`config.mk`:
```
export PLATFORM = sky130hd
export DESIGN_NAME = thermo_shifter
export DESIGN_NICKNAME = d
export VERILOG_FILES = /design/src/rtl/thermo_pkg.sv /design/src/rtl/thermo_group_gen.sv /design/src/rtl/thermo_stage_array.sv /design/src/rtl/thermo_shifter.sv
export SDC_FILE = /design/constraint.sdc
export NUM_CORES = 1
export LEC_CHECK = 0
export BUFFER_PORTS_ARGS = -buffer_cell sky130_fd_sc_hd__buf_2
export CORE_ASPECT_RATIO = 0.6
export CORE_MARGIN = 2
export CORE_UTILIZATION = 50
export CTS_BUF_LIST = sky130_fd_sc_hd__clkbuf_8
export DETAILED_ROUTE_END_ITERATION = 8
export PLACE_DENSITY = 0.8
export SYNTH_ARGS = -nofsm -noshare
export SYNTH_HDL_FRONTEND = slang
export SYNTH_SLANG_ARGS = --single-unit
```
`constraint.sdc`:
```
create_clock -name clk -period 2.3 [get_ports clk]
set_input_delay 0.23 -clock clk [delete_from_list [all_inputs] [get_ports clk]]
set_output_delay 0.23 -clock clk [all_outputs]
set_load 0.01 [all_outputs]
```
`src/rtl/thermo_pkg.sv`:
```
package thermo_pkg;
    localparam int NUM_GRP_EN = 4;
    localparam int GRP_EVEN_R = 0;
    localparam int GRP_ODD_R  = 1;
    localparam int GRP_EVEN_L = 2;
    localparam int GRP_ODD_L  = 3;
endpackage

```
`src/rtl/thermo_group_gen.sv`:
```
module thermo_group_gen
    import thermo_pkg::*;
#(
    parameter int WIDTH = 64,
    localparam int CNT_W = $clog2(WIDTH + 1)
) (
    input  logic                  clr,
    input  logic                  fill,
    input  logic                  step_en,
    input  logic                  dir_left,
    input  logic [CNT_W-1:0]      ones,
    output logic [NUM_GRP_EN-1:0] grp_en,
    output logic                  blocked
);
    localparam logic [CNT_W-1:0] FULL = CNT_W'(WIDTH);

    logic active;
    logic at_full;
    logic at_empty;

    always_comb begin
        active   = step_en && !clr && !fill;
        at_full  = (ones == FULL);
        at_empty = (ones == '0);
        grp_en   = '0;
        blocked  = 1'b0;
        if (active) begin
            if (!dir_left) begin
                // stage to set is index 'ones'
                if (at_full) blocked = 1'b1;
                else if (ones[0]) grp_en[GRP_ODD_R] = 1'b1;
                else grp_en[GRP_EVEN_R] = 1'b1;
            end else begin
                // stage to clear is index 'ones-1'
                if (at_empty) blocked = 1'b1;
                else if (ones[0]) grp_en[GRP_EVEN_L] = 1'b1;
                else grp_en[GRP_ODD_L] = 1'b1;
            end
        end
    end
endmodule

```
`src/rtl/thermo_stage_array.sv`:
```
module thermo_stage_array
    import thermo_pkg::*;
#(
    parameter int WIDTH = 64
) (
    input  logic                  clk,
    input  logic                  rst_n,
    input  logic                  clr,
    input  logic                  fill,
    input  logic [NUM_GRP_EN-1:0] grp_en,
    output logic [WIDTH-1:0]      code
);
    logic [WIDTH-1:0] code_d, code_q;
    logic [WIDTH-1:0] from_lo;
    logic [WIDTH-1:0] from_hi;

    assign from_lo = {code_q[WIDTH-2:0], 1'b1};
    assign from_hi = {1'b0, code_q[WIDTH-1:1]};

    for (genvar i = 0; i < WIDTH; i++) begin : g_stage
        localparam bit ODD = (i % 2) == 1;
        logic take_r;
        logic take_l;
        assign take_r = ODD ? grp_en[GRP_ODD_R] : grp_en[GRP_EVEN_R];
        assign take_l = ODD ? grp_en[GRP_ODD_L] : grp_en[GRP_EVEN_L];
        assign code_d[i] = clr    ? 1'b0 :
                           fill   ? 1'b1 :
                           take_r ? from_lo[i] :
                           take_l ? from_hi[i] :
                                    code_q[i];
    end

    always_ff @(posedge clk or negedge rst_n) begin
        if (!rst_n) code_q <= '0;
        else        code_q <= code_d;
    end

    assign code = code_q;
endmodule

```
`src/rtl/thermo_shifter.sv`:
```
module thermo_shifter
    import thermo_pkg::*;
#(
    parameter int WIDTH = 64,
    localparam int CNT_W = $clog2(WIDTH + 1)
) (
    input  logic             clk,
    input  logic             rst_n,
    input  logic             clr,
    input  logic             fill,
    input  logic             step_en,
    input  logic             dir_left,
    output logic [WIDTH-1:0] code,
    output logic [CNT_W-1:0] ones,
    output logic             clipped
);
    localparam logic [CNT_W-1:0] FULL = CNT_W'(WIDTH);

    typedef struct packed {
        logic [CNT_W-1:0] ones;
        logic             clipped;
    } state_t;

    state_t st_d, st_q;
    logic [NUM_GRP_EN-1:0] grp_en;
    logic                  blocked;

    thermo_group_gen #(.WIDTH(WIDTH)) u_grp (
        .clr      (clr),
        .fill     (fill),
        .step_en  (step_en),
        .dir_left (dir_left),
        .ones     (st_q.ones),
        .grp_en   (grp_en),
        .blocked  (blocked)
    );

    thermo_stage_array #(.WIDTH(WIDTH)) u_arr (
        .clk    (clk),
        .rst_n  (rst_n),
        .clr    (clr),
        .fill   (fill),
        .grp_en (grp_en),
        .code   (code)
    );

    always_comb begin
        st_d         = st_q;
        st_d.clipped = blocked;
        if (clr)                                  st_d.ones = '0;
        else if (fill)                            st_d.ones = FULL;
        else if (grp_en[GRP_EVEN_R] || grp_en[GRP_ODD_R]) st_d.ones = st_q.ones + 1'b1;
        else if (grp_en[GRP_EVEN_L] || grp_en[GRP_ODD_L]) st_d.ones = st_q.ones - 1'b1;
    end

    always_ff @(posedge clk or negedge rst_n) begin
        if (!rst_n) st_q <= '0;
        else        st_q <= st_d;
    end

    assign ones    = st_q.ones;
    assign clipped = st_q.clipped;
endmodule

```
==> results of run 1 <==
-- registers in the layout (all words and copies together) (netlist names) --
| name | count |
|---|---|
| u_arr.code | 64 |
| ones | 7 |
| clipped | 1 |
-- metal layers --
layer	global-route usage [%]	vias to the layer above
li1	-	1688
met1	37.6	1818
met2	37.7	150
met3	6.60	12
met4	7.49	0
met5	0	-
-- how the worst max path moves through the flow --
stage                              startpoint                  end  slack, ns
after global routing      ones[0]$_DFFE_PN0P_  ones[6]$_DFFE_PN0P_      -0.21
after detailed placement             dir_left  ones[6]$_DFFE_PN0P_      -0.26
after global placement               dir_left  ones[4]$_DFFE_PN0P_      -0.17
after floorplan                          fill  ones[4]$_DFFE_PN0P_      -0.25
after CTS                 ones[1]$_DFFE_PN0P_  ones[4]$_DFFE_PN0P_      -0.10
final                     ones[0]$_DFFE_PN0P_  ones[4]$_DFFE_PN0P_      -0.11
-- worst max-delay path, stage by stage (launching register included) --
cell,delay [ns]
sky130_fd_sc_hd__dfrtp_1,0.41
sky130_fd_sc_hd__nor4_4,0.40
sky130_fd_sc_hd__a31oi_4,0.15
sky130_fd_sc_hd__xnor2_2,0.16
sky130_fd_sc_hd__ha_2,0.18
sky130_fd_sc_hd__or3_4,0.36
sky130_fd_sc_hd__nor3_1,0.14
sky130_fd_sc_hd__a221oi_1,0.07
sky130_fd_sc_hd__or3_1,0.33
sky130_fd_sc_hd__a21oi_2,0.14
-- kinds of logic (layout without fill, tap and decap cells) --
logic type | count (synthesis) | after routing
AND/OR/NAND/NOR | 161 | 161
flip-flops | 72 | 72
buffers and inverters | 46 | 134
XOR/XNOR | 3 | 3
adder cells (fa/ha/maj) | 2 | 2
multiplexers | 35 | 35
AO/OA/AOI/OAI | 94 | 95
-- power breakdown --
| group | leakage (uW) | total, uW | internal (uW) | switching [uW] |
|---|---|---|---|---|
| clock | 0.000125 | 1220 | 737 | 482 |
| combinational | 0.00129 | 869 | 394 | 475 |
| sequential | 0.000927 | 1550 | 1400 | 147 |
| total | 0.00234 | 3640 | 2530 | 1100 |
-- layout by cell type (no fill, tap or decap), types with 2 or more instances in the layout --
cell	instances
sky130_fd_sc_hd__buf_12	3
sky130_fd_sc_hd__bufinv_16	3
sky130_fd_sc_hd__o21ai_4	2
sky130_fd_sc_hd__or2_2	2
sky130_fd_sc_hd__buf_2	76
sky130_fd_sc_hd__mux2_2	32
sky130_fd_sc_hd__xor2_1	2
sky130_fd_sc_hd__mux2i_1	3
sky130_fd_sc_hd__inv_1	8
sky130_fd_sc_hd__clkbuf_8	10
sky130_fd_sc_hd__a21oi_2	3
sky130_fd_sc_hd__o2bb2ai_1	30
sky130_fd_sc_hd__o21ai_2	2
sky130_fd_sc_hd__nor2b_1	25
sky130_fd_sc_hd__nor3_1	67
sky130_fd_sc_hd__nand3_1	2
sky130_fd_sc_hd__nand2_1	5
sky130_fd_sc_hd__a211oi_1	31
sky130_fd_sc_hd__a21oi_1	5
sky130_fd_sc_hd__buf_4	34
sky130_fd_sc_hd__dfrtp_1	72
sky130_fd_sc_hd__and2b_1	5
sky130_fd_sc_hd__o31ai_1	2
sky130_fd_sc_hd__nor2_1	43
sky130_fd_sc_hd__or3_1	3
sky130_fd_sc_hd__o21ai_0	5
-- layout make-up --
| class | count | area [sq um] |
|---|---|---|
| clock buffers | 10 | 138 |
| clock inverters | 5 | 97.6 |
| well taps | 108 | 135 |
| multi-input cells | 296 | 2090 |
| repair buffers | 113 | 696 |
| inverters | 6 | 22.5 |
| flip-flops and latches | 72 | 1800 |
| fillers | 675 | 2900 |
-- what timing repair did --
action,CTS,global route
gates resized for setup,6,4
cloned,1,0
pin swaps,3,2
endpoints found under the setup margin,33,34
setup buffers,2,0
-- cells in the mapped netlist (2+ instances only) --
cell type	instances	share of area (%)
sky130_fd_sc_hd__a21oi_1	8	0.99
sky130_fd_sc_hd__o21ai_0	7	0.86
sky130_fd_sc_hd__inv_1	6	0.56
sky130_fd_sc_hd__xor2_1	2	0.43
sky130_fd_sc_hd__mux2i_1	3	0.74
sky130_fd_sc_hd__o21ai_1	2	0.25
sky130_fd_sc_hd__mux2_2	32	8.9
sky130_fd_sc_hd__or2_2	2	0.31
sky130_fd_sc_hd__nand2_1	5	0.46
sky130_fd_sc_hd__nor2b_1	25	3.9
sky130_fd_sc_hd__nor3_1	67	8.3
sky130_fd_sc_hd__nand3_1	2	0.25
sky130_fd_sc_hd__a211oi_1	32	5.9
sky130_fd_sc_hd__o2bb2ai_1	30	6.5
sky130_fd_sc_hd__and2b_1	5	0.93
sky130_fd_sc_hd__or3_1	4	0.62
sky130_fd_sc_hd__dfrtp_1	72	44
sky130_fd_sc_hd__clkbuf_1	28	2.6
sky130_fd_sc_hd__buf_2	4	0.49
sky130_fd_sc_hd__ha_1	2	0.62
sky130_fd_sc_hd__o31ai_1	2	0.37
sky130_fd_sc_hd__buf_6	7	1.9
sky130_fd_sc_hd__nor2_1	44	4.1
-- per-stage QoR --
step | hold slack, ns | std cells | power (uW) | TNS [ns] | cell area [sq um]
after floorplan | -0.0656 | 413 | 2060 | -0.435 | 4060
after global placement | 0.428 | 592 | 2370 | -0.278 | 4680
after detailed placement | 0.434 | 592 | 2400 | -1.46 | 4680
after CTS | 0.0342 | 610 | 3650 | -0.164 | 4960
after global routing | 0.0887 | 610 | 3800 | -0.748 | 4980
final | 0.00467 | 610 | 3640 | -0.185 | 4980
==> results.txt, run 1 <==
Synthesized Nets -> 421
number of synthesized flops with an enable pin -> 0
global-route wire length before repair -> 17600 um
worst max-slew margin expressed relative to the limit -> 37.3%
Die Wd -> 120 um
final count of pins violating max slew -> 0
area share of fa/ha/maj cells after synthesis -> 0.617%
Final GP Congestion -> 0.905
Tcrit/Tclk final -> 105%
Max FO, Critical Path -> 3
Max Used Layer -> met4
required time of the worst setup path -> 2.59 ns
DRC violations left -> 0
sort of element at the start of the critical path -> flop
run status -> complete, but fails checks
worst slack at placement -> -0.265 ns
Crit path arrival time -> 2.70 ns
number of DRC markers after the initial detailed-route iteration -> 333
Layout Skew -> 0.00643 ns
GRT Residual Overflow -> 0
post-synthesis simple-gate area fraction -> 20.5%
Cell variety after synth -> 45
average wire per standard cell -> 18.2 um
initial antenna violation count -> 0
combinational family with the most area after synthesis -> simple AND/OR/NAND/NOR gates
post-synthesis average cell area -> 9.82 sq um
share of cells above drive strength 1 -> 35.3%
area inside the core boundary -> 7880 sq um
count of warnings emitted by yosys -> 0
number of rows created at floorplan -> 25
pin count of the biggest net entering global routing -> 73
total global routing track utilization -> 25.7%
Worst R2R Path Depth -> 9
Final min period -> 2.41 ns
mean number of vias per cell -> 6.01
layout net count -> 506
static power due to leakage -> 0.00234 uW
clock sink total -> 72
worst reg2reg startpoint -> ones[0]$_DFFE_PN0P_
VDD IR max -> 394 uV
Clock Tree Root -> sky130_fd_sc_hd__clkbuf_8
total die area -> 8870 sq um
met3 routed wirelength -> 882 um
starting density of the core -> 51.4%
final hold viol count -> 0
maximum count of clock buffers along a single path -> 2
detailed-router iteration count before antenna repair -> 4
power density normalized to cell area -> 730 nW/um^2
number of top-level pins -> 78
count of endpoints failing setup in the final report -> 2
worst-margin pin slew -> 0.941 ns
classification of the worst-slack hold path -> primary input to async pin
failing checks -> negative setup slack
Ant. Diodes -> 0
share of synthesized area occupied by flip-flops and latches -> 44.4%
Antenna Nets Post-Route -> 0
slack of the worst reg-to-reg path -> -0.11 ns
hold buffer count at cts -> 0
half-perimeter wire length of the detailed placement result -> 6960 um
post-synthesis instance area -> 4060 sq um
Post-Synth XOR/XNOR Area -> 0.648%
die extent in y -> 73.8 um
met2 wire length -> 4920 um
total routed wire length on the met1 layer -> 5170 um
via count of the first global-routing pass -> 3342
clock transition at the registers of the reported paths -> 0.07 ns
max-capacitance violation count -> 0
clock tree from TritonCTS -> yes
area growth from synthesis to final layout -> 22.8%
highest clock frequency the design can meet -> 415 MHz
final wirelength -> 11100 um
async set-reset flop share out of synthesis -> 100%
clock latency on the worst-skew pair -> 0.36 ns
unrepaired setup endpoints after global routing -> yes
number of storage elements in the synthesis netlist -> 72
Crit Reg-Reg Endpoint -> ones[4]$_DFFE_PN0P_
count of port buffers added during placement -> 77
utilization of the core after routing -> 63.2%
mux share of post-synthesis cell area -> 9.63%
top flip-flop cell by instance count after synthesis -> sky130_fd_sc_hd__dfrtp_1
Cells after Synth -> 413
critical path endpoint category -> flop
total clock buffers created by CTS -> 9
depth of the CTS H-tree -> 3
vias post-DR -> 3668
Crit Path Class -> flop to flop
area fraction in compound gates after synthesis -> 18.5%
final critical-path setup slack -> -0.111 ns
No activity file was read; power rests on OpenSTA's default activity.
==> run 2, diff against run 1 <==
==> constraint.sdc (replaced) <==
create_clock -name clk -period 2.3 [get_ports clk]
set_input_delay 0.46 -clock clk [delete_from_list [all_inputs] [get_ports clk]]
set_output_delay 0.46 -clock clk [all_outputs]
set_load 0.01 [all_outputs]
==> run 2 against run 1 <==
Against the previous run: maximum frequency increased by 1.5%; clock power decreased by 4%; via count increased by 1.2%; non-clock buffer count increased by 3; sequential power about the same; combinational power increased by 1%; highest routed layer unchanged; worst hold slack improved by 0.22 ns; the run still ends with negative setup slack left; die area unchanged; global-route usage increased by 1.4 points; register-to-register slack improved by 0.04 ns.
==> results.txt, run 2 (synthesized netlist as in run 1, its figures left out) <==
DRC violations left -> 0 (unchanged)
crit path launch -> ones[0]$_DFFE_PN0P_
Worst path max stage delay -> 0.42 ns (about the same)
total die area -> 8870 sq um (unchanged)
depth of the CTS H-tree -> 3 (unchanged)
Crit path depth -> 9 (unchanged)
final count of pins violating max slew -> 0 (unchanged)
Crit Reg-Reg Endpoint -> ones[4]$_DFFE_PN0P_
static power due to leakage -> 0.00235 uW (+0.46%)
clock sink total -> 72 (unchanged)
Tcrit/Tclk final -> 103% (-1.5 points)
max-capacitance violation count -> 0 (unchanged)
Clock Tree Root -> sky130_fd_sc_hd__clkbuf_8
sort of element at the start of the critical path -> flop
critical path endpoint category -> flop
vias post-DR -> 3711 (+1.2%)
Crit Path Class -> flop to flop
worst reg2reg startpoint -> ones[0]$_DFFE_PN0P_
slack of the worst reg-to-reg path -> -0.08 ns (+0.04 ns)
failing checks -> negative setup slack
cell chain of the critical path -> nor4_4, a31oi_4, xnor2_1, ha_2, or3_4, nor3_2, a221oi_2, or3_1, a21oi_2
clock latency on the worst-skew pair -> 0.37 ns (about the same)
starting density of the core -> 51.4% (unchanged)
clock transition at the registers of the reported paths -> 0.08 ns (about the same)
Layout Skew -> 0.0120 ns (+0.00557 ns)
number of rows created at floorplan -> 25 (unchanged)
area growth from synthesis to final layout -> 23.7%
number of top-level pins -> 78 (unchanged)
Finished Cell Area -> 5010 sq um (+0.73%)
total clock buffers created by CTS -> 9 (unchanged)
worst-margin pin slew -> 0.914 ns (-0.0265 ns)
final hold viol count -> 0 (unchanged)
detailed-router iteration count before antenna repair -> 5 (+1)
Antenna Nets Post-Route -> 0 (unchanged)
share of cells above drive strength 1 -> 35.8% (+0.58 points)
commonest cells after routing, fill and taps aside -> sky130_fd_sc_hd__buf_2 (76), sky130_fd_sc_hd__dfrtp_1 (72), sky130_fd_sc_hd__nor3_1 (66), sky130_fd_sc_hd__nor2_1 (43), sky130_fd_sc_hd__buf_4 (35)
initial antenna violation count -> 0 (unchanged)
via count of the first global-routing pass -> 3454 (+3.4%)
hold buffer count at cts -> 0 (unchanged)
worst max-slew margin expressed relative to the limit -> 39.1% (+1.8 points)
Critical Path Sink -> ones[4]$_DFFE_PN0P_
Ant. Diodes -> 0 (unchanged)
unrepaired setup endpoints after global routing -> yes
die extent in y -> 73.8 um (unchanged)
buffers and inverters on the worst path -> 0 (unchanged)
largest delay contributor family on the critical path -> simple AND/OR/NAND/NOR gates
count of endpoints failing setup in the final report -> 2 (unchanged)
total global routing track utilization -> 27.1% (+1.4 points)
run status -> complete, but fails checks
highest clock frequency the design can meet -> 421 MHz (+1.5%)
required time of the worst setup path -> 2.59 ns (about the same)
Crit path arrival time -> 2.67 ns (-0.03 ns)
cell at the slowest stage of the critical path -> sky130_fd_sc_hd__dfrtp_1
leading cell type in the layout, fill and taps excluded -> sky130_fd_sc_hd__buf_2
area inside the core boundary -> 7880 sq um (unchanged)
mean number of vias per cell -> 6.05 (+0.68%)
Worst R2R Path Depth -> 9 (unchanged)
layout net count -> 509 (+0.59%)
number of DRC markers after the initial detailed-route iteration -> 317 (-4.8%)
flip-flop count of the largest register after layout -> 64 (unchanged)
final wirelength -> 11300 um (+1.6%)
count of port buffers added during placement -> 77 (unchanged)
post-route worst hold slack -> 0.223 ns (+0.219 ns)
average wire per standard cell -> 18.4 um (+1.1%)
Die Wd -> 120 um (unchanged)
final critical-path setup slack -> -0.0762 ns (+0.0352 ns)
Final GP Congestion -> 0.890 (-1.6%)
Final min period -> 2.38 ns (-0.0352 ns)
classification of the worst-slack hold path -> primary input to async pin
maximum count of clock buffers along a single path -> 2 (unchanged)
global-route wire length before repair -> 18500 um (+4.9%)
DP Area -> 4740 sq um (+1.4%)
VDD IR max -> 414 uV (+5.1%)
GRT Residual Overflow -> 0 (unchanged)
clock tree from TritonCTS -> yes
pin count of the biggest net entering global routing -> 73 (unchanged)
Max FO, Critical Path -> 3 (unchanged)
half-perimeter wire length of the detailed placement result -> 7120 um (+2.3%)
power density normalized to cell area -> 717 nW/um^2 (-1.8%)
run 2: cell count changes in the layout (fill, tap and decap cells not counted), sizes merged:
cell      previous run  this run
buf                113       116
bufinv               3         2
clkbuf              10        11
clkinvlp             0         1
inv                  8         7
run 2: what timing repair did:
action / CTS / global route
setup buffers: 1 / 0
gates resized for setup: 3 / 4
cloned: 1 / 0
pin swaps: 2 / 2
endpoints found under the setup margin: 33 / 33
run 2: layout make-up:
cell class                      instances  area [sq um]
Clock buffer                           11           151
Multi-Input combinational cell        296          2080
Tap cell                              108           135
Timing Repair Buffer                  116           743
Fill cell                             648          2870
Inverter                                6          22.5
Clock inverter                          4          76.3
Sequential cell                        72          1800
run 2: report_power, final:
group	switching, uW	leakage (uW)	total (uW)	internal (uW)
clock	499	0.000112	1170	668
sequential	152	0.000927	1550	1400
combinational	479	0.00131	879	400
run 2: metal layers:
metal	wire length [um]	global-route usage (%)
met1	5280	40.6
met5	0	0
met2	4790	37.5
met3	1060	9.47
met4	131	6.20
run 2: how the worst min path moves through the flow:
stage / start / end / slack (ns) / cells after the start
after floorplan: rst_n / clipped$_DFF_PN0_ / 0.16 / 0
after global placement: u_arr.code[52]$_DFFE_PN0P_ / u_arr.code[52]$_DFFE_PN0P_ / 0.52 / 1
after detailed placement: u_arr.code[54]$_DFFE_PN0P_ / u_arr.code[54]$_DFFE_PN0P_ / 0.53 / 1
after CTS: rst_n / ones[4]$_DFFE_PN0P_ / 0.25 / 1
after global routing: rst_n / u_arr.code[50]$_DFFE_PN0P_ / 0.30 / 1
final: rst_n / u_arr.code[56]$_DFFE_PN0P_ / 0.22 / 1
run 2: through the flow:
| step | cells | setup TNS (ns) | setup slack, ns | utilization, % | power [uW] |
|---|---|---|---|---|---|
| final | 613 | -0.151 | -0.0762 | 63.6 | 3600 |
| after global routing | 613 | -0.368 | -0.184 | 63.6 | 3780 |
| after CTS | 613 | -0.102 | -0.0657 | 63.4 | 3590 |
| after detailed placement | 596 | -11.12 | -0.431 | 60.2 | 2420 |
| after global placement | 596 | -9.00 | -0.371 | 60.2 | 2390 |
| after floorplan | 413 | -0.935 | -0.454 | - | 2060 |
run 2: worst reg2reg max path, stage by stage (launching register included):
cell and delay (ns):
sky130_fd_sc_hd__dfrtp_1 0.42, sky130_fd_sc_hd__nor4_4 0.40, sky130_fd_sc_hd__a31oi_4 0.14, sky130_fd_sc_hd__xnor2_1 0.15, sky130_fd_sc_hd__ha_2 0.18, sky130_fd_sc_hd__or3_4 0.34
sky130_fd_sc_hd__nor3_2 0.18, sky130_fd_sc_hd__a221oi_2 0.05, sky130_fd_sc_hd__or3_1 0.32, sky130_fd_sc_hd__a21oi_2 0.12
